===== src/rtl/tr_pkg.sv =====
// Shared types for the differential thermometer-code requantizer.
// Assumes nothing beyond IEEE 1800-2017.
package tr_pkg;
    // Rounding sign policy for odd differences.
    typedef enum logic {
        RND_WHITE  = 1'b0,
        RND_SHAPED = 1'b1
    } rnd_mode_e;
endpackage


===== src/rtl/tr_bank_count.sv =====
// Converts one comparator vector into a signed value: ones count minus
// NCOMP/2. Assumes nothing about the bit order (bubbles are tolerated).
module tr_bank_count #(
    parameter int NCOMP = 32,
    parameter int SW    = $clog2(NCOMP + 1) + 1
) (
    input  logic [NCOMP-1:0]     therm,
    output logic signed [SW-1:0] value
);
    localparam int CNTW = $clog2(NCOMP + 1);
    localparam logic [SW-1:0] HALF = SW'(NCOMP / 2);

    logic [CNTW-1:0] ones;

    // Population count of the comparator outputs.
    always_comb begin
        ones = '0;
        for (int i = 0; i < NCOMP; i++) begin
            ones = ones + CNTW'(therm[i]);
        end
    end

    // Offset the count to centre it on zero.
    always_comb begin
        value = $signed(SW'(ones) - HALF);
    end
endmodule


===== src/rtl/tr_prbs.sv =====
// Pseudo-random bit source: left-shifting LFSR stepping once per accepted
// sample. A zero seed is replaced by 1. Assumes TAPS gives a usable cycle.
module tr_prbs #(
    parameter int          RW   = 16,
    parameter logic [RW-1:0] TAPS = 16'hB400
) (
    input  logic          clk,
    input  logic          rst_n,
    input  logic          step,
    input  logic [RW-1:0] seed,
    output logic          rbit
);
    logic [RW-1:0] state;
    logic          fb;

    // Feedback bit from the tapped positions.
    always_comb fb = ^(state & TAPS);

    // Load the seed in reset, otherwise shift on each accepted sample.
    always_ff @(posedge clk) begin
        if (!rst_n) begin
            state <= (seed == '0) ? RW'(1) : seed;
        end else if (step) begin
            state <= {state[RW-2:0], fb};
        end
    end

    assign rbit = state[0];


    prbs_nonzero_chk: assert property (@(posedge clk) disable iff (!rst_n)
        step |=> (state != '0));
endmodule


===== src/rtl/tr_sign_sel.sv =====
// Chooses the sign of the ±1 switching term for odd differences and keeps
// the shaped-mode history. Assumes 'odd' is only meaningful with 'step'.
module tr_sign_sel
    import tr_pkg::*;
(
    input  logic      clk,
    input  logic      rst_n,
    input  logic      step,
    input  logic      odd,
    input  rnd_mode_e mode,
    input  logic      rbit,
    output logic      s_pos
);
    logic have_prev;
    logic prev_pos;

    // Shaped mode alternates once a history exists; else use the random bit.
    always_comb begin
        if (mode == RND_SHAPED && have_prev) s_pos = ~prev_pos;
        else                                 s_pos = rbit;
    end

    // Record the sign of each shaped-mode odd sample.
    always_ff @(posedge clk) begin
        if (!rst_n) begin
            have_prev <= 1'b0;
            prev_pos  <= 1'b0;
        end else if (step && odd && mode == RND_SHAPED) begin
            have_prev <= 1'b1;
            prev_pos  <= s_pos;
        end
    end
endmodule


===== src/rtl/tcode_requant.sv =====
// Differential thermometer-code requantizer top. Counts both banks,
// subtracts, halves with a ±1 switching term on odd differences, and
// registers the result one cycle after valid_in. Synchronous active-low reset.
module tcode_requant
    import tr_pkg::*;
#(
    parameter  int NCOMP = 32,
    parameter  int RW    = 16,
    localparam int SW    = $clog2(NCOMP + 1) + 1,
    localparam int DW    = SW + 1,
    localparam int YW    = SW
) (
    input  logic                 clk,
    input  logic                 rst_n,
    input  logic                 valid_in,
    input  logic                 shape_en,
    input  logic [RW-1:0]        seed,
    input  logic [NCOMP-1:0]     comp_p,
    input  logic [NCOMP-1:0]     comp_n,
    output logic signed [YW-1:0] y_out,
    output logic                 y_vld
);
    localparam int HALF = NCOMP / 2;

    logic signed [SW-1:0] val_side [2];
    logic signed [DW-1:0] ydiff;
    logic signed [DW-1:0] s_term;
    logic signed [DW-1:0] sum;
    logic signed [YW-1:0] y_next;
    logic signed [DW-1:0] y_x2;
    logic                 rbit;
    logic                 s_pos;
    rnd_mode_e            mode;

    assign mode = rnd_mode_e'(shape_en);

    // One counter per comparator bank.
    for (genvar g = 0; g < 2; g++) begin : g_bank
        tr_bank_count #(.NCOMP(NCOMP), .SW(SW)) u_cnt (
            .therm (g == 0 ? comp_p : comp_n),
            .value (val_side[g])
        );
    end

    tr_prbs #(.RW(RW)) u_prbs (
        .clk   (clk),
        .rst_n (rst_n),
        .step  (valid_in),
        .seed  (seed),
        .rbit  (rbit)
    );

    tr_sign_sel u_sign (
        .clk   (clk),
        .rst_n (rst_n),
        .step  (valid_in),
        .odd   (ydiff[0]),
        .mode  (mode),
        .rbit  (rbit),
        .s_pos (s_pos)
    );

    // Difference, switching term and exact halving.
    always_comb begin
        ydiff  = DW'(val_side[0]) - DW'(val_side[1]);
        s_term = !ydiff[0] ? DW'(0) : (s_pos ? DW'(1) : -DW'(1));
        sum    = ydiff + s_term;
        y_next = YW'(sum >>> 1);
    end

    // Output register.
    always_ff @(posedge clk) begin
        if (!rst_n) begin
            y_out <= '0;
            y_vld <= 1'b0;
        end else begin
            y_vld <= valid_in;
            if (valid_in) y_out <= y_next;
        end
    end

    assign y_x2 = {y_out, 1'b0};


    range_chk: assert property (@(posedge clk) disable iff (!rst_n)
        (y_out >= -YW'(HALF)) && (y_out <= YW'(HALF)));

    halfstep_chk: assert property (@(posedge clk) disable iff (!rst_n)
        valid_in |=> (($past(ydiff) - y_x2) >= -DW'(1)) && (($past(ydiff) - y_x2) <= DW'(1)));

    even_exact_chk: assert property (@(posedge clk) disable iff (!rst_n)
        (valid_in && !ydiff[0]) |=> (y_x2 == $past(ydiff)));

    hold_chk: assert property (@(posedge clk) disable iff (!rst_n)
        !valid_in |=> $stable(y_out));

    vld_chk: assert property (@(posedge clk) disable iff (!rst_n)
        valid_in |=> y_vld);
endmodule


===== config.mk =====
export PLATFORM = sky130hd
export DESIGN_NAME = tcode_requant
export DESIGN_NICKNAME = d
export VERILOG_FILES = /design/src/rtl/tr_pkg.sv /design/src/rtl/tr_bank_count.sv /design/src/rtl/tr_prbs.sv /design/src/rtl/tr_sign_sel.sv /design/src/rtl/tcode_requant.sv
export SDC_FILE = /design/constraint.sdc
export NUM_CORES = 1
export LEC_CHECK = 0
export BUFFER_PORTS_ARGS = -buffer_cell sky130_fd_sc_hd__buf_2
export CORE_ASPECT_RATIO = 1.1
export CORE_MARGIN = 8
export CORE_UTILIZATION = 49
export DETAILED_ROUTE_END_ITERATION = 7
export PLACE_DENSITY = 0.79
export SLEW_MARGIN = 20
export SYNTH_ARGS = -nofsm -noshare
export SYNTH_HDL_FRONTEND = slang
export SYNTH_SLANG_ARGS = --single-unit

===== constraint.sdc =====
create_clock -name clk -period 7.65 [get_ports clk]
set_clock_uncertainty 0.15 [all_clocks]
set_input_delay 1.53 -clock clk [delete_from_list [all_inputs] [get_ports clk]]
set_output_delay 1.53 -clock clk [all_outputs]
set_load 0.1 [all_outputs]

After elaboration in Yosys (flattened, before gate mapping)
Cells that the tools add are included.
Cells by class
  add/subtract/negate cells: 66
  eq/ne operators: 1
  mux-type cells: 6
  bitwise logic cells: 1
  reduce and logical (&&, ||, !) cells: 5
Operators by type and width (number)
  $add A6 B1 Y6: 60
  $mux W16: 3
  $logic_not A16 Y1: 1
  $mux W8: 2
  $reduce_xor A16 Y1: 1
  $sub A6 B5 Y7 const B: 2
  $add A8 B8 Y8: 1
  $sub A7 B7 Y8: 1
  $add A1 B1 Y2: 2
  $logic_and A1 B1 Y1: 3
  $ne A2 B1 Y1 const B: 1
  $mux W1: 1
  $not A1 Y1: 1
Word-level totals
  flip-flop bits (word level): 26
  input bits: 84
  output and inout bits: 8
  logic and storage cells: 84

Longest topological paths before layout
  word-level depth: 35
  depth in mapped cells: 30
  mapped depth without buffers: 30

Modules after synthesis
Synthesis repeated with hierarchy kept, for this count alone.
Second synthesis, totals
  cells, all modules: 342
  area, all modules: 3397.0 µm²
By module, submodules not included
  tr_bank_count: times used 2, cells each 92, area an instance 845.8 µm², seq. area each 0.0 µm²
  tcode_requant: times used 1, cells each 104, area an instance 855.8 µm², seq. area each 160.2 µm²
  tr_prbs: times used 1, cells each 44, area an instance 752.0 µm², seq. area each 480.5 µm²
  tr_sign_sel: times used 1, cells each 10, area an instance 97.6 µm², seq. area each 40.0 µm²

Worst setup path after synthesis
OpenSTA, ideal clock, no wires.
  path type: input-to-reg
  from: input comp_n[0]
  to: register y_out[6]
  setup time: 0.132 ns
  data arrival time: 7.662 ns
  data required time: 7.368 ns
  path slack: -0.294 ns
  stages: 26
  path buffers: 0
  cells stage by stage: ha_1 > inv_1 > fa_1 > fa_1 > fa_1 > fa_1 > fa_1 > fa_1 > fa_1 > fa_1 > nor2b_1 > o21ai_0 > nand2b_1 > xor2_1 > inv_1 > ha_1 > ha_1 > o21a_1 > nor2_1 > xnor2_1 > ha_1 > a21oi_1 > nand4_1 > nand2_1 > xnor2_1 > a21oi_1
Between the ends
  cells in the longest elaborated chain, start to end: 35
RTL lines
  start, declared: RTL line tcode_requant.sv:19  | input logic [NCOMP-1:0] comp_n,
  $add A1 B1 Y2 (*): RTL line tr_bank_count.sv:19  | ones = ones + CNTW'(therm[i]);
  $add A6 B1 Y6 (*) (30 in a row): RTL line tr_bank_count.sv:19
  $sub A6 B5 Y7 (*): RTL line tr_bank_count.sv:25  | value = $signed(SW'(ones) - HALF);
  $sub A7 B7 Y8 (*): RTL line tcode_requant.sv:65  | ydiff = DW'(val_side[0]) - DW'(val_side[1]);
  $mux W8: RTL line tcode_requant.sv:66  | s_term = !ydiff[0] ? DW'(0) : (s_pos ? DW'(1) : -DW'(1));
  $add A8 B8 Y8 (*): RTL line tcode_requant.sv:67  | sum = ydiff + s_term;
  end signal, assigned: RTL line tcode_requant.sv:78  | if (valid_in) y_out <= y_next;
  end, declared: RTL line tcode_requant.sv:20  | output logic signed [YW-1:0] y_out,
Every way passes the cells marked *; elsewhere a longest branch is shown, timed or not.
A chain may end at the register's enable or synchronous reset.

Final worst setup path
  from: input comp_p[0]
  to: register y_out[6]
Between the ends
  cells in the longest elaborated chain, start to end: 35
RTL lines
  start, declared: RTL line tcode_requant.sv:18  | input logic [NCOMP-1:0] comp_p,
  $add A1 B1 Y2 (*): RTL line tr_bank_count.sv:19
  $add A6 B1 Y6 (*) (30 in a row): RTL line tr_bank_count.sv:19
  $sub A6 B5 Y7 (*): RTL line tr_bank_count.sv:25
  $sub A7 B7 Y8 (*): RTL line tcode_requant.sv:65
  $mux W8: RTL line tcode_requant.sv:66
  $add A8 B8 Y8 (*): RTL line tcode_requant.sv:67
Marks and branches as above.

==> out/qor.txt <==
failing checks: negative setup slack
ratio of cells with drive above 1 in the final layout: 36.5%
drt first pass iters: 4
Crit Path Max Fanout: 3
cts bufs inserted: 3
die width: 95.2 um
Worst Max-Slew Pin Slew: 758 ps
worst setup margin: -40.9 ps
distinct cell type count after synthesis: 36
mean post-synth cell area: 9.85 um2
n_diodes: 0
pre-CTS setup slack: -478 ps
Worst EP arrival: 7690 ps
Worst Setup Start Kind: primary input
CP bufs+invs: 4
FF/Latch Area: 681 um2
post-synth net total: 507
critical path's slowest cell: fa_1
clk_lat worst skew: 270 ps
status: finished with violations
clock transition at the registers of the reported paths: 80 ps
CTS H-Tree Depth: 1
Row Count: 31
Syn-to-layout area delta: 29.4%
Crit Path Category: in -> reg
vias in the first global route: 2864
boundary pin count: 92
vias per cell: 4.75
Synth warnings: 0
clock sinks: 26
Synth top area share: 29.6%
Final #Nets: 633
cell mode on critical path: fa_1
via count: 2610
Yosys reg bits: 26
Antenna Nets Post-Route: 0
dpl hpwl: 5980 um
crit path time final: 7690 ps
Fillers: 528
max cap viols: 0
slowest cell delay on critical path: 540 ps
core area: 6630 um2
largest net degree at the start of global routing: 30
GRT Total Usage: 14.1%
drt wl/cell: 12.3 um
family with the most delay on the worst path: adder cells
register area share after synthesis: 20.1%
ranking of synthesized cells by area: fa_1 (30%), edfxtp_1 (14%), inv_1 (12%), ha_1 (11%), dfxtp_1 (5.9%)
IO buf count: 91
Critical Path End Type: register
Multi-input gate area: 2360 um2
Final Hold Vio Count: 0
initial antenna violation count: 0
TritonCTS clock tree: yes
data required time of the critical path: 7650 ps
total grt overflow: 0
Finish-stage setup viols: 1
Rel. slew slack: 49.5%
placer congestion estimate: 0.782
Final Util: 65.9%
f_max: 130 MHz
maximum clock path buffer count: 2
synthesized area: 3380 um2
Synth Instances: 343
period utilization: 101%
Die ar.: 9810 um2
unrepaired setup endpoints after global routing: true
Root Buffer: clkbuf_8
max-slew violation count: 0
first-pass GRT wire length: 11400 um
Initial Util: 51.0%
Yosys top cell by area: fa_1
Hold Path Class: reg -> reg
die height: 103 um
remaining routing DRC violations: 0
WL final: 6760 um
initial DRC count: 25
-- worst paths after layout --
| check | to | slack (ps) | startpoint | cells after the start |
|---|---|---|---|---|
| worst max register to register | y_out[4] | 5340 | u_prbs.state[0] | 10 |
| worst max-delay path | y_out[6] | -40 | comp_p[0] | 27 |
| worst min register to register | y_out[1] | 340 | y_out[1] | 1 |
| worst min-delay path | y_out[1] | 340 | y_out[1] | 1 |
-- synth_stat cells, drive strengths merged --
library cell and number:
inv 112, fa 50, ha 30, edfxtp 16, mux2 15, xnor2 14
dfxtp 10, nor2b 10, nand2 9, o21ai 9, a21oi 8, nor2 8
nand2b 6, xor2 6, a21o 5, clkbuf 4, mux2i 3, nand3b 3
nor4 3, o21a 3, a21boi 2, nand3 2, nand4 2, o211a 2
o211ai 2, a311oi 1, nor3b 1, o21bai 1, o22ai 1, o311a 1
o31a 1, o41ai 1, or3 1, or4 1
-- state kept, by name, indices dropped and copies added (netlist names) --
name	flops
u_sign.prev_pos	1
y_vld	1
u_prbs.state	16
u_sign.have_prev	1
y_out	7
-- final cells by class --
type	instances	share of cell area, %
Inverter	112	9.61
Clock inverter	1	0.686
Multi-Input combinational cell	201	54.0
Sequential cell	26	15.6
Clock buffer	3	0.944
Tap cell	82	2.35
Timing Repair Buffer	125	16.8
-- cell families (layout without fill, tap and decap cells) --
kind of cell | count (synthesis) | count (layout) | share of synthesized area (%)
compound gates | 37 | 37 | 7.59
xor+xnor | 20 | 20 | 5.18
fa+ha+maj | 80 | 80 | 40.7
buf+inv | 116 | 241 | 12.9
flops | 26 | 26 | 20.1
mux | 18 | 18 | 5.89
simple gates | 46 | 46 | 7.59
-- through the flow --
stage | TNS [ps] | cell area (um2) | hold WS [ps] | std cells
after global routing | -746 | 4370 | 369 | 550
after CTS | -64.7 | 4310 | 344 | 548
after floorplan | -28.0 | 3420 | 333 | 343
final | -40.9 | 4370 | 341 | 550
after detailed placement | -1410 | 4180 | 324 | 541
after global placement | -803 | 4180 | 309 | 541
-- what timing repair did --
action | 4_1_cts | 5_1_grt
setup endpoints to repair | 3 | 5
pin swaps | 12 | 14
hold buffers | 0 | 0
gates resized for setup | 8 | 17
buffers inserted | 4 | 2
-- cell usage in the layout, fill, tap and decap left out, types with 2 or more instances in the layout --
cell type,netlist,routed
dfxtp_1,10,10
inv_1,112,109
fa_2,0,6
mux2_2,15,15
o21a_1,3,3
nor4_1,3,3
nand2_1,9,8
o21ai_1,0,2
o21ai_0,9,6
ha_1,30,27
ha_4,0,3
xnor2_1,14,14
a21oi_2,1,6
buf_2,0,88
inv_2,0,3
nand2b_1,6,6
nand3_1,2,2
fa_1,50,44
mux2i_1,3,3
nand4_1,2,2
o211ai_1,2,2
nand3b_1,3,3
clkbuf_8,0,3
buf_6,0,5
nor2_1,8,7
buf_4,0,32
edfxtp_1,16,16
xor2_1,6,5
nor2b_1,9,8
a21o_1,5,5
o211a_1,2,2
a21oi_1,7,2
-- layer usage --
layer  routed length [um]  global-route usage, %  vias up
met4                   65                   3.00        0
met2                 3810                   28.6       54
li1                     -                      -     1302
met1                 2520                   14.6     1248
met5                    0                      0        -
met3                  364                   2.26        6
Power is not shown: default switching activity piles up to over one toggle a cycle in this logic, so the estimate is an artifact.
